$ cat src/rtl/commit_pkg.sv
package commit_pkg;
  parameter int unsigned SEQ_W = 32;
  parameter int unsigned TGT_W = 32;
  typedef logic [SEQ_W-1:0] seq_t;
  typedef logic [TGT_W-1:0] tgt_t;
endpackage

$ cat src/rtl/commit_retire_sel.sv
module commit_retire_sel #(
  parameter int unsigned CW = 4
) (
  input  logic [CW-1:0] head_vld,
  input  logic [CW-1:0] head_done,
  input  logic          block,
  output logic [CW-1:0] retire
);
  // run[i] is high while entries 0..i-1 are all retirable
  logic [CW:0] run;
  assign run[0] = 1'b1;

  for (genvar g = 0; g < CW; g++) begin : g_chain
    assign run[g+1]  = run[g] & head_vld[g] & head_done[g];
    assign retire[g] = run[g+1] & ~block;
  end
endmodule

$ cat src/rtl/commit_redirect_arb.sv
module commit_redirect_arb
  import commit_pkg::*;
#(
  parameter int unsigned NR = 3
) (
  input  logic [NR-1:0]       red_vld,
  input  logic [NR*SEQ_W-1:0] red_seq,
  input  logic [NR*TGT_W-1:0] red_tgt,
  input  logic [NR-1:0]       red_mispred,
  output logic                win_vld,
  output seq_t                win_seq,
  output tgt_t                win_tgt,
  output logic                win_mispred
);
  logic [NR:0] c_vld;
  logic [NR:0] c_mis;
  seq_t        c_seq [NR+1];
  tgt_t        c_tgt [NR+1];

  assign c_vld[0] = 1'b0;
  assign c_mis[0] = 1'b0;
  assign c_seq[0] = '0;
  assign c_tgt[0] = '0;

  for (genvar g = 0; g < NR; g++) begin : g_stage
    seq_t s_in;
    logic take;
    assign s_in = red_seq[g*SEQ_W +: SEQ_W];
    // strict compare keeps the lower index on a tie
    assign take       = red_vld[g] & (~c_vld[g] | (s_in < c_seq[g]));
    assign c_vld[g+1] = c_vld[g] | red_vld[g];
    assign c_seq[g+1] = take ? s_in : c_seq[g];
    assign c_tgt[g+1] = take ? red_tgt[g*TGT_W +: TGT_W] : c_tgt[g];
    assign c_mis[g+1] = take ? red_mispred[g] : c_mis[g];
  end

  assign win_vld     = c_vld[NR];
  assign win_seq     = c_seq[NR];
  assign win_tgt     = c_tgt[NR];
  assign win_mispred = c_mis[NR];
endmodule

$ cat src/rtl/commit_nonspec_ctl.sv
module commit_nonspec_ctl
  import commit_pkg::*;
#(
  parameter int unsigned CNT_W = 8
) (
  input  logic             clk,
  input  logic             rst_n,
  input  logic             h_vld,
  input  logic             h_done,
  input  logic             h_nonspec,
  input  seq_t             h_seq,
  input  logic             squash,
  output logic             rel_vld,
  output seq_t             rel_seq,
  output logic [CNT_W-1:0] stall_cnt
);
  localparam logic [CNT_W-1:0] CNT_MAX = {CNT_W{1'b1}};

  logic             rel_vld_q, rel_vld_d;
  seq_t             rel_seq_q;
  logic             mark_vld_q;
  seq_t             mark_seq_q;
  logic [CNT_W-1:0] stall_q, stall_d;
  logic             blocked, fire, stall_en;

  always_comb begin
    blocked   = h_vld & h_nonspec & ~h_done;
    fire      = blocked & ~squash & ~(mark_vld_q & (mark_seq_q == h_seq));
    rel_vld_d = fire;
    stall_en  = blocked & (stall_q != CNT_MAX);
    stall_d   = stall_q + 1'b1;
  end

  always_ff @(posedge clk or negedge rst_n) begin
    if (!rst_n) begin
      rel_vld_q  <= 1'b0;
      rel_seq_q  <= '0;
      mark_vld_q <= 1'b0;
      mark_seq_q <= '0;
      stall_q    <= '0;
    end else begin
      rel_vld_q <= rel_vld_d;
      if (fire) begin
        rel_seq_q  <= h_seq;
        mark_vld_q <= 1'b1;
        mark_seq_q <= h_seq;
      end
      if (stall_en) begin
        stall_q <= stall_d;
      end
    end
  end

  assign rel_vld   = rel_vld_q;
  assign rel_seq   = rel_seq_q;
  assign stall_cnt = stall_q;
endmodule

$ cat src/rtl/commit_redirect_ctrl.sv
module commit_redirect_ctrl
  import commit_pkg::*;
#(
  parameter int unsigned CW    = 4,
  parameter int unsigned NR    = 3,
  parameter int unsigned CNT_W = 8
) (
  input  logic                  clk,
  input  logic                  rst_n,
  input  logic [CW-1:0]         head_vld,
  input  logic [CW-1:0]         head_done,
  input  logic [CW-1:0]         head_nonspec,
  input  logic [CW*SEQ_W-1:0]   head_seq,
  input  logic                  alloc_vld,
  input  logic [SEQ_W-1:0]      alloc_seq,
  input  logic [NR-1:0]         red_vld,
  input  logic [NR*SEQ_W-1:0]   red_seq,
  input  logic [NR*TGT_W-1:0]   red_tgt,
  input  logic [NR-1:0]         red_mispred,
  output logic [CW-1:0]         retire,
  output logic                  sq_vld,
  output logic [SEQ_W-1:0]      sq_seq,
  output logic [TGT_W-1:0]      sq_tgt,
  output logic                  sq_mispred,
  output logic                  rel_vld,
  output logic [SEQ_W-1:0]      rel_seq,
  output logic [CNT_W-1:0]      stall_cnt
);
  logic win_vld, win_mispred, accept, yng_en;
  seq_t win_seq, yng_q, yng_d;
  tgt_t win_tgt;

  commit_redirect_arb #(.NR(NR)) u_arb (
    .red_vld     (red_vld),
    .red_seq     (red_seq),
    .red_tgt     (red_tgt),
    .red_mispred (red_mispred),
    .win_vld     (win_vld),
    .win_seq     (win_seq),
    .win_tgt     (win_tgt),
    .win_mispred (win_mispred)
  );

  // age filter against the youngest valid instruction
  always_comb begin
    accept = win_vld & (win_seq < yng_q);
    yng_en = accept | alloc_vld;
    yng_d  = accept ? win_seq : alloc_seq;
  end

  always_ff @(posedge clk or negedge rst_n) begin
    if (!rst_n) begin
      yng_q <= '0;
    end else if (yng_en) begin
      yng_q <= yng_d;
    end
  end

  assign sq_vld     = accept;
  assign sq_seq     = win_seq;
  assign sq_tgt     = win_tgt;
  assign sq_mispred = win_mispred;

  commit_retire_sel #(.CW(CW)) u_ret (
    .head_vld  (head_vld),
    .head_done (head_done),
    .block     (accept),
    .retire    (retire)
  );

  commit_nonspec_ctl #(.CNT_W(CNT_W)) u_ns (
    .clk       (clk),
    .rst_n     (rst_n),
    .h_vld     (head_vld[0]),
    .h_done    (head_done[0]),
    .h_nonspec (head_nonspec[0]),
    .h_seq     (head_seq[SEQ_W-1:0]),
    .squash    (accept),
    .rel_vld   (rel_vld),
    .rel_seq   (rel_seq),
    .stall_cnt (stall_cnt)
  );
endmodule

$ cat config.mk
export PLATFORM = sky130hd
export DESIGN_NAME = commit_redirect_ctrl
export DESIGN_NICKNAME = d
export VERILOG_FILES = /design/src/rtl/commit_pkg.sv /design/src/rtl/commit_retire_sel.sv /design/src/rtl/commit_redirect_arb.sv /design/src/rtl/commit_nonspec_ctl.sv /design/src/rtl/commit_redirect_ctrl.sv
export SDC_FILE = /design/constraint.sdc
export NUM_CORES = 1
export LEC_CHECK = 0
export CAP_MARGIN = 15
export CELL_PAD_IN_SITES_DETAIL_PLACEMENT = 0
export CELL_PAD_IN_SITES_GLOBAL_PLACEMENT = 2
export CORE_MARGIN = 2
export CORE_UTILIZATION = 21
export DETAILED_ROUTE_END_ITERATION = 8
export PLACE_DENSITY_LB_ADDON = 0.1
export SYNTH_ARGS = -nofsm -noshare
export SYNTH_HDL_FRONTEND = slang
export SYNTH_SLANG_ARGS = --single-unit
$ cat constraint.sdc
create_clock -name clk -period 17.5 [get_ports clk]
set_clock_uncertainty 0.2 [all_clocks]
set_input_delay 3.5 -clock clk [delete_from_list [all_inputs] [get_ports clk]]
set_output_delay 3.5 -clock clk [all_outputs]
set_load 0.1 [all_outputs]
## Word level (Yosys, flattened, before mapping)

Cells that the tools add are included.

| word-level totals | value |
|---|---|
| register bits | 74 |
| bits of input ports | 373 |
| output and inout port bits | 111 |
| logic and storage cells | 51 |

| cells by class | value |
|---|---|
| $add $sub $neg | 1 |
| magnitude comparators | 3 |
| eq/ne operators | 2 |
| muxes and demuxes | 10 |
| bitwise logic cells | 30 |

Operator list:

| kind | count |
|---|---|
| $mux 32 | 7 |
| $lt 32x32->1 | 3 |
| $eq 32x32->1 | 1 |
| $and 1x1->1 | 20 |
| $add 8x1->8 const B | 1 |
| $ne 8x8->1 const B | 1 |
| $not 1->1 | 5 |
| $or 1x1->1 | 5 |
| $mux 1 | 3 |

## Longest topological paths before layout

| depth | value |
|---|---|
| depth after elaboration | 14 |
| depth in mapped cells | 35 |

## Hierarchy

A second synthesis with hierarchy kept.

| unflattened totals | value |
|---|---|
| cell total of the unflattened synthesis | 894 |
| area total of the unflattened synthesis | 8034.0 um2 |

By module, submodules not included:

| module | instances | cells each | area an instance (um2) |
|---|---|---|---|
| commit_redirect_arb | 1 | 389 | 3069.2 |
| commit_nonspec_ctl | 1 | 251 | 2508.7 |
| commit_redirect_ctrl | 1 | 246 | 2401.1 |
| commit_retire_sel | 1 | 8 | 55.1 |

## Worst setup path after synthesis

OpenSTA, ideal clock, no wires.

| timing | value |
|---|---|
| kind | in2out |
| start | input port red_vld[0] |
| end | output port retire[2] |
| arrival time | 13598 ps |
| required time | 13800 ps |
| path slack | 202 ps |
| stages on the path | 31 |
| buffers on the path | 7 |
| cells stage by stage | buf_2 > clkbuf_1 > buf_1 > nand2_1 > ha_1 > a21oi_1 > nand2_1 > a221o_1 > a211o_1 > a221oi_4 > buf_2 > buf_1 > a21oi_1 > ha_1 > nand4_1 > nor4_1 > nand2_1 > o31a_1 > a31oi_1 > o21ai_1 > buf_2 > mux2_2 > inv_1 > ha_1 > nand4_1 > or3_1 > nor2_1 > o211ai_1 > o31ai_1 > buf_2 > nor4b_1 |

| between the ends | value |
|---|---|
| word-level cells in the longest chain between the ends | 13 |
| elaborated cells between the ends (all ways) | 17 |

RTL lines:

| item | line | source |
|---|---|---|
| start: declaration | commit_redirect_ctrl.sv:16 | `input logic [NR-1:0] red_vld,` |
| $mux 32 | commit_redirect_arb.sv:32 | `assign c_seq[g+1] = take ? s_in : c_seq[g];` |
| $lt 32x32->1 | commit_redirect_arb.sv:30 | `assign take = red_vld[g] & (~c_vld[g] \| (s_in < c_seq[g]));` |
| $or 1x1->1 | commit_redirect_arb.sv:30 |  |
| $and 1x1->1 | commit_redirect_arb.sv:30 |  |
| $mux 32 | commit_redirect_arb.sv:32 |  |
| $lt 32x32->1 | commit_redirect_arb.sv:30 |  |
| $or 1x1->1 | commit_redirect_arb.sv:30 |  |
| $and 1x1->1 | commit_redirect_arb.sv:30 |  |
| $mux 32 * | commit_redirect_arb.sv:32 |  |
| net sq_seq[31] | commit_redirect_ctrl.sv:22 | `output logic [SEQ_W-1:0] sq_seq,` |
| $lt 32x32->1 * | commit_redirect_ctrl.sv:46 | `accept = win_vld & (win_seq < yng_q);` |
| $and 1x1->1 * | commit_redirect_ctrl.sv:46 |  |
| $not 1->1 * | commit_retire_sel.sv:15 | `assign retire[g] = run[g+1] & ~block;` |
| $and 1x1->1 * | commit_retire_sel.sv:15 |  |
| end: declaration | commit_redirect_ctrl.sv:20 | `output logic [CW-1:0] retire,` |

Mark *: on every way through the listed nets, which the timed path passes. The rest lies on a longest branch.

## Worst setup path after layout

| timing | value |
|---|---|
| start | input port red_vld[0] |
| end | output port retire[2] |

| between the ends | value |
|---|---|
| word-level cells in the longest chain between the ends | 13 |
| elaborated cells between the ends (all ways) | 17 |

RTL lines:

| item | line |
|---|---|
| $mux 32 | commit_redirect_arb.sv:32 |
| $lt 32x32->1 | commit_redirect_arb.sv:30 |
| $or 1x1->1 | commit_redirect_arb.sv:30 |
| $and 1x1->1 | commit_redirect_arb.sv:30 |
| $mux 32 | commit_redirect_arb.sv:32 |
| $lt 32x32->1 | commit_redirect_arb.sv:30 |
| $or 1x1->1 | commit_redirect_arb.sv:30 |
| $and 1x1->1 | commit_redirect_arb.sv:30 |
| $mux 32 | commit_redirect_arb.sv:32 |
| $lt 32x32->1 | commit_redirect_ctrl.sv:46 |
| $and 1x1->1 * | commit_redirect_ctrl.sv:46 |
| $not 1->1 * | commit_retire_sel.sv:15 |
| $and 1x1->1 * | commit_retire_sel.sv:15 |

Every way passes the cells marked *; elsewhere a longest branch is shown, timed or not.

==> impl_metrics.py <==
metrics = {
    "sta": {
        "final.period_utilization_pct": 88.7,
        "rsz_0062_raised_after_global_routing": "no",
        "setup_viol": 0,
        "worst-slew-pin-transition_ns": 1.07,
        "period_needed_ns": 15.52,
        "timing.max_slew.rel_slack_pct": 28.2,
        "setup-tns-final_ns": 0,
        "final_hold_viol_count": 0,
        "timing_max_transition_violations_final": 0,
        "fmax_achieved_ghz": 0.0644,
    },
    "job": {
        "max_cap_violations": 0,
    },
    "detailed_routing": {
        "vias_per_cell": 4.39,
        "routed_wire_length_per_instance_um": 18.4,
        "drt_first_iter_violations": 204,
        "post-route-drc-count": 0,
        "routed_wl_um": 31800,
        "ant_nets": 0,
        "detailed_router_iteration_count_before_antenna_repair": 4,
        "routed-via-count": 7602,
    },
    "logic_synthesis": {
        "synthCells": 904,
        "synthFlopType": "sky130_fd_sc_hd__dfrtp_1",
        "synth_enable_flop_cells": 0,
        "yosysSeqAreaShare_pct": 24.7,
        "synth_seq_cells": 74,
        "syn-cell-area_mm2": 0.00750,
        "ys_async_sr_fraction_pct": 100,
        "yosysWarnings": 0,
        "synth_cell_types": 45,
        "synth_nets": 1371,
        "post_synth.cell_area_avg_um2": 8.30,
    },
    "placed_design": {
        "hpwl_um": 26100,
        "place.detailed.instances": 1717,
        "io_buffers": 384,
        "gp_congestion": 0.771,
    },
    "pwr": {
        "power.static_leakage_nw": 5.46,
        "share_of_power_burned_in_combinational_logic_pct": 71.0,
        "power.share.sequential_pct": 18.9,
        "cellInternalPower_w": 0.000709,
        "powerDensity_mw_per_mm2": 136,
        "clkPwrFrac_pct": 10.1,
        "netsw_w": 0.000937,
        "total_power_w": 0.00165,
        "power.switching_fraction_pct": 56.9,
        "peakVddDrop_mv": 0.162,
    },
    "clock_tree": {
        "postCtsSetupBuffers": 0,
        "cts.htree.levels": 3,
        "clock_root_cell": "sky130_fd_sc_hd__clkbuf_16",
        "cts_tree": "yes",
        "cts_num_sinks": 74,
        "path_clk_slew_ns": 0.06,
        "clk_latency_ns": 0.33,
        "clock_tree.buffer_depth": 2,
        "cts-resized-gates": 0,
        "post_cts_hold_buffer_count": 0,
        "total_clock_buffers_created_by_cts": 9,
    },
    "floorplan": {
        "die_x_um": 193,
        "dieHeight_um": 193,
        "core.rowCount": 69,
        "floorplan.io_pins": 484,
        "floorplan.core_area_mm2": 0.0354,
        "start_util_pct": 21.2,
        "dieArea_mm2": 0.0373,
    },
    "final_layout": {
        "drive_gt1_share_pct": 5.52,
        "final_cell_count_no_fill": 1730,
        "syn_to_final_growth_pct": 60.9,
        "net_total_in_the_final_layout": 1734,
    },
    "worst_hold_path": {
        "hp-class": "register to register",
    },
    "critical_path": {
        "cp-start-kind": "input pin",
        "crit_arrival_ns": 11.82,
        "critical-path-max-stage-delay_ns": 0.66,
        "criticalPathCategory": "input pin to output pin",
        "critical_path_required_ns": 13.80,
        "slowest_stage": "sky130_fd_sc_hd__nor4_1",
        "path_max_fanout": 58,
        "crit_path_end_kind": "output pin",
    },
    "global_routing": {
        "wire_length_of_the_first_global_routing_pass_um": 45700,
        "grt_ovf": 0,
        "pin_count_of_the_biggest_net_entering_global_routing": 59,
        "first_global_vias": 7724,
        "tot_gr_track_use_pct": 16.4,
        "antenna_found_initial": 7,
    },
    "run_status": {
        "outcome": "finished, final reports clean",
    },
}
layer usage:
| metal | part of all wire (%) | vias to the layer above | global-route usage [%] | routed length (µm) |
|---|---|---|---|---|
| met1 | 43 | 3406 | 20.1 | 13700 |
| met2 | 46 | 266 | 27.9 | 14700 |
| li1 | - | 3894 | - | - |
| met4 | 0.84 | 12 | 2.91 | 267 |
| met5 | 0.25 | - | 0 | 81 |
| met3 | 9.9 | 24 | 5.79 | 3150 |
placed cells by master (no fill, tap or decap), types with 34 or more instances in the layout:
cell and n:
sky130_fd_sc_hd__a21oi_1 92, sky130_fd_sc_hd__and3_1 34, sky130_fd_sc_hd__clkdlybuf4s50_1 376, sky130_fd_sc_hd__dfrtp_1 74, sky130_fd_sc_hd__ha_1 94, sky130_fd_sc_hd__inv_1 100
sky130_fd_sc_hd__mux2_2 36, sky130_fd_sc_hd__mux2i_1 62, sky130_fd_sc_hd__nand2_1 94, sky130_fd_sc_hd__nor2_1 53, sky130_fd_sc_hd__o21ai_0 51
worst max-delay path: cells and delay by family:
family / cells / cell delay (ns)
buffers and inverters: 5 / 1.67
AO/OA/AOI/OAI: 10 / 3.09
multiplexers: 1 / 0.36
AND/OR/NAND/NOR: 9 / 2.20
adder cells (fa/ha/maj): 3 / 0.96
through the flow:
stage	area [µm²]	hold slack (ns)	util [%]	setup WS [ns]
after global routing	12100	0.287	34.1	1.04
after floorplan	7500	0.227	-	0.202
after detailed placement	11800	0.250	33.4	1.71
after global placement	11800	0.246	33.4	1.67
after CTS	12100	0.263	34.1	1.66
final	12100	0.255	34.1	1.98
state kept, by name (all words and copies together) (netlist names):
signal           cells
u_ns.stall_cnt       8
yng_q               32
u_ns.rel_vld         1
u_ns.rel_seq        32
u_ns.mark_vld_q      1
cell families after synthesis:
family          count (synthesis)  share of synthesized area (%)
compound gates                191                           14.8
xor+xnor                       39                           4.55
fa+ha+maj                      94                           15.7
buf+inv                       142                           7.44
flops                          74                           24.7
mux                           128                           18.2
simple gates                  236                           14.7
power groups by stage:
stage | combinational [W] | sequential [W] | clock [W]
after CTS | 0.00119 | 0.000313 | 0.000177
after global routing | 0.00125 | 0.000325 | 0.000183
after detailed placement | 0.00118 | 0.000314 | 0
final | 0.00117 | 0.000312 | 0.000165
after floorplan | 0.000549 | 0.000617 | 0
after global placement | 0.00118 | 0.000311 | 0
cell type report:
class	count	area (µm²)
Clock inverter	1	5.00
Sequential cell	74	1850
Multi-Input combinational cell	688	5130
Tap cell	461	577
Inverter	100	375
Antenna cell	1	2.50
Clock buffer	11	243
Timing Repair Buffer	394	3890
Fill cell	3810	23300
cell usage after synthesis, types with 2 or more instances:
master | number | area (µm²)
sky130_fd_sc_hd__ha_1 | 94 | 1180
sky130_fd_sc_hd__o21ai_1 | 2 | 10.0
sky130_fd_sc_hd__o31ai_1 | 2 | 15.0
sky130_fd_sc_hd__and3_1 | 34 | 213
sky130_fd_sc_hd__nor2_1 | 53 | 199
sky130_fd_sc_hd__xor2_1 | 18 | 158
sky130_fd_sc_hd__nand4_1 | 23 | 144
sky130_fd_sc_hd__mux2i_1 | 62 | 621
sky130_fd_sc_hd__clkbuf_1 | 22 | 82.6
sky130_fd_sc_hd__nand3_1 | 9 | 45.0
sky130_fd_sc_hd__nor2b_1 | 2 | 12.5
sky130_fd_sc_hd__a21oi_1 | 92 | 460
sky130_fd_sc_hd__inv_1 | 100 | 375
sky130_fd_sc_hd__o211ai_1 | 8 | 60.1
sky130_fd_sc_hd__a211oi_1 | 6 | 45.0
sky130_fd_sc_hd__xnor2_1 | 21 | 184
sky130_fd_sc_hd__nor3_1 | 6 | 30.0
sky130_fd_sc_hd__mux2_2 | 36 | 405
sky130_fd_sc_hd__a32oi_1 | 2 | 17.5
sky130_fd_sc_hd__nor4_1 | 7 | 43.8
sky130_fd_sc_hd__mux2_1 | 30 | 338
sky130_fd_sc_hd__buf_1 | 4 | 15.0
sky130_fd_sc_hd__o21ai_0 | 51 | 255
sky130_fd_sc_hd__dfrtp_1 | 74 | 1850
sky130_fd_sc_hd__nand2_1 | 94 | 353
sky130_fd_sc_hd__a21o_1 | 17 | 128
sky130_fd_sc_hd__buf_2 | 14 | 70.1
sky130_fd_sc_hd__or3_1 | 3 | 18.8
sky130_fd_sc_hd__buf_4 | 2 | 15.0
path summary, 6_finish.rpt:
| path | cells after the start | start | slack [ns] | to |
|---|---|---|---|---|
| max in group asynchronous | 2 | rst_n | 13.19 | u_ns.rel_seq[24]$_DFFE_PN0P_ |
| min reg2reg | 1 | u_ns.mark_vld_q$_DFFE_PN0P_ | 0.25 | u_ns.mark_vld_q$_DFFE_PN0P_ |
| max reg2reg | 9 | yng_q[27]$_DFFE_PN0P_ | 13.97 | yng_q[0]$_DFFE_PN0P_ |
| min | 1 | u_ns.mark_vld_q$_DFFE_PN0P_ | 0.25 | u_ns.mark_vld_q$_DFFE_PN0P_ |
| max | 28 | red_vld[0] | 1.98 | retire[2] |
| min in group asynchronous | 1 | rst_n | 2.86 | u_ns.rel_seq[14]$_DFFE_PN0P_ |
Power figures use the tool's default switching activity.
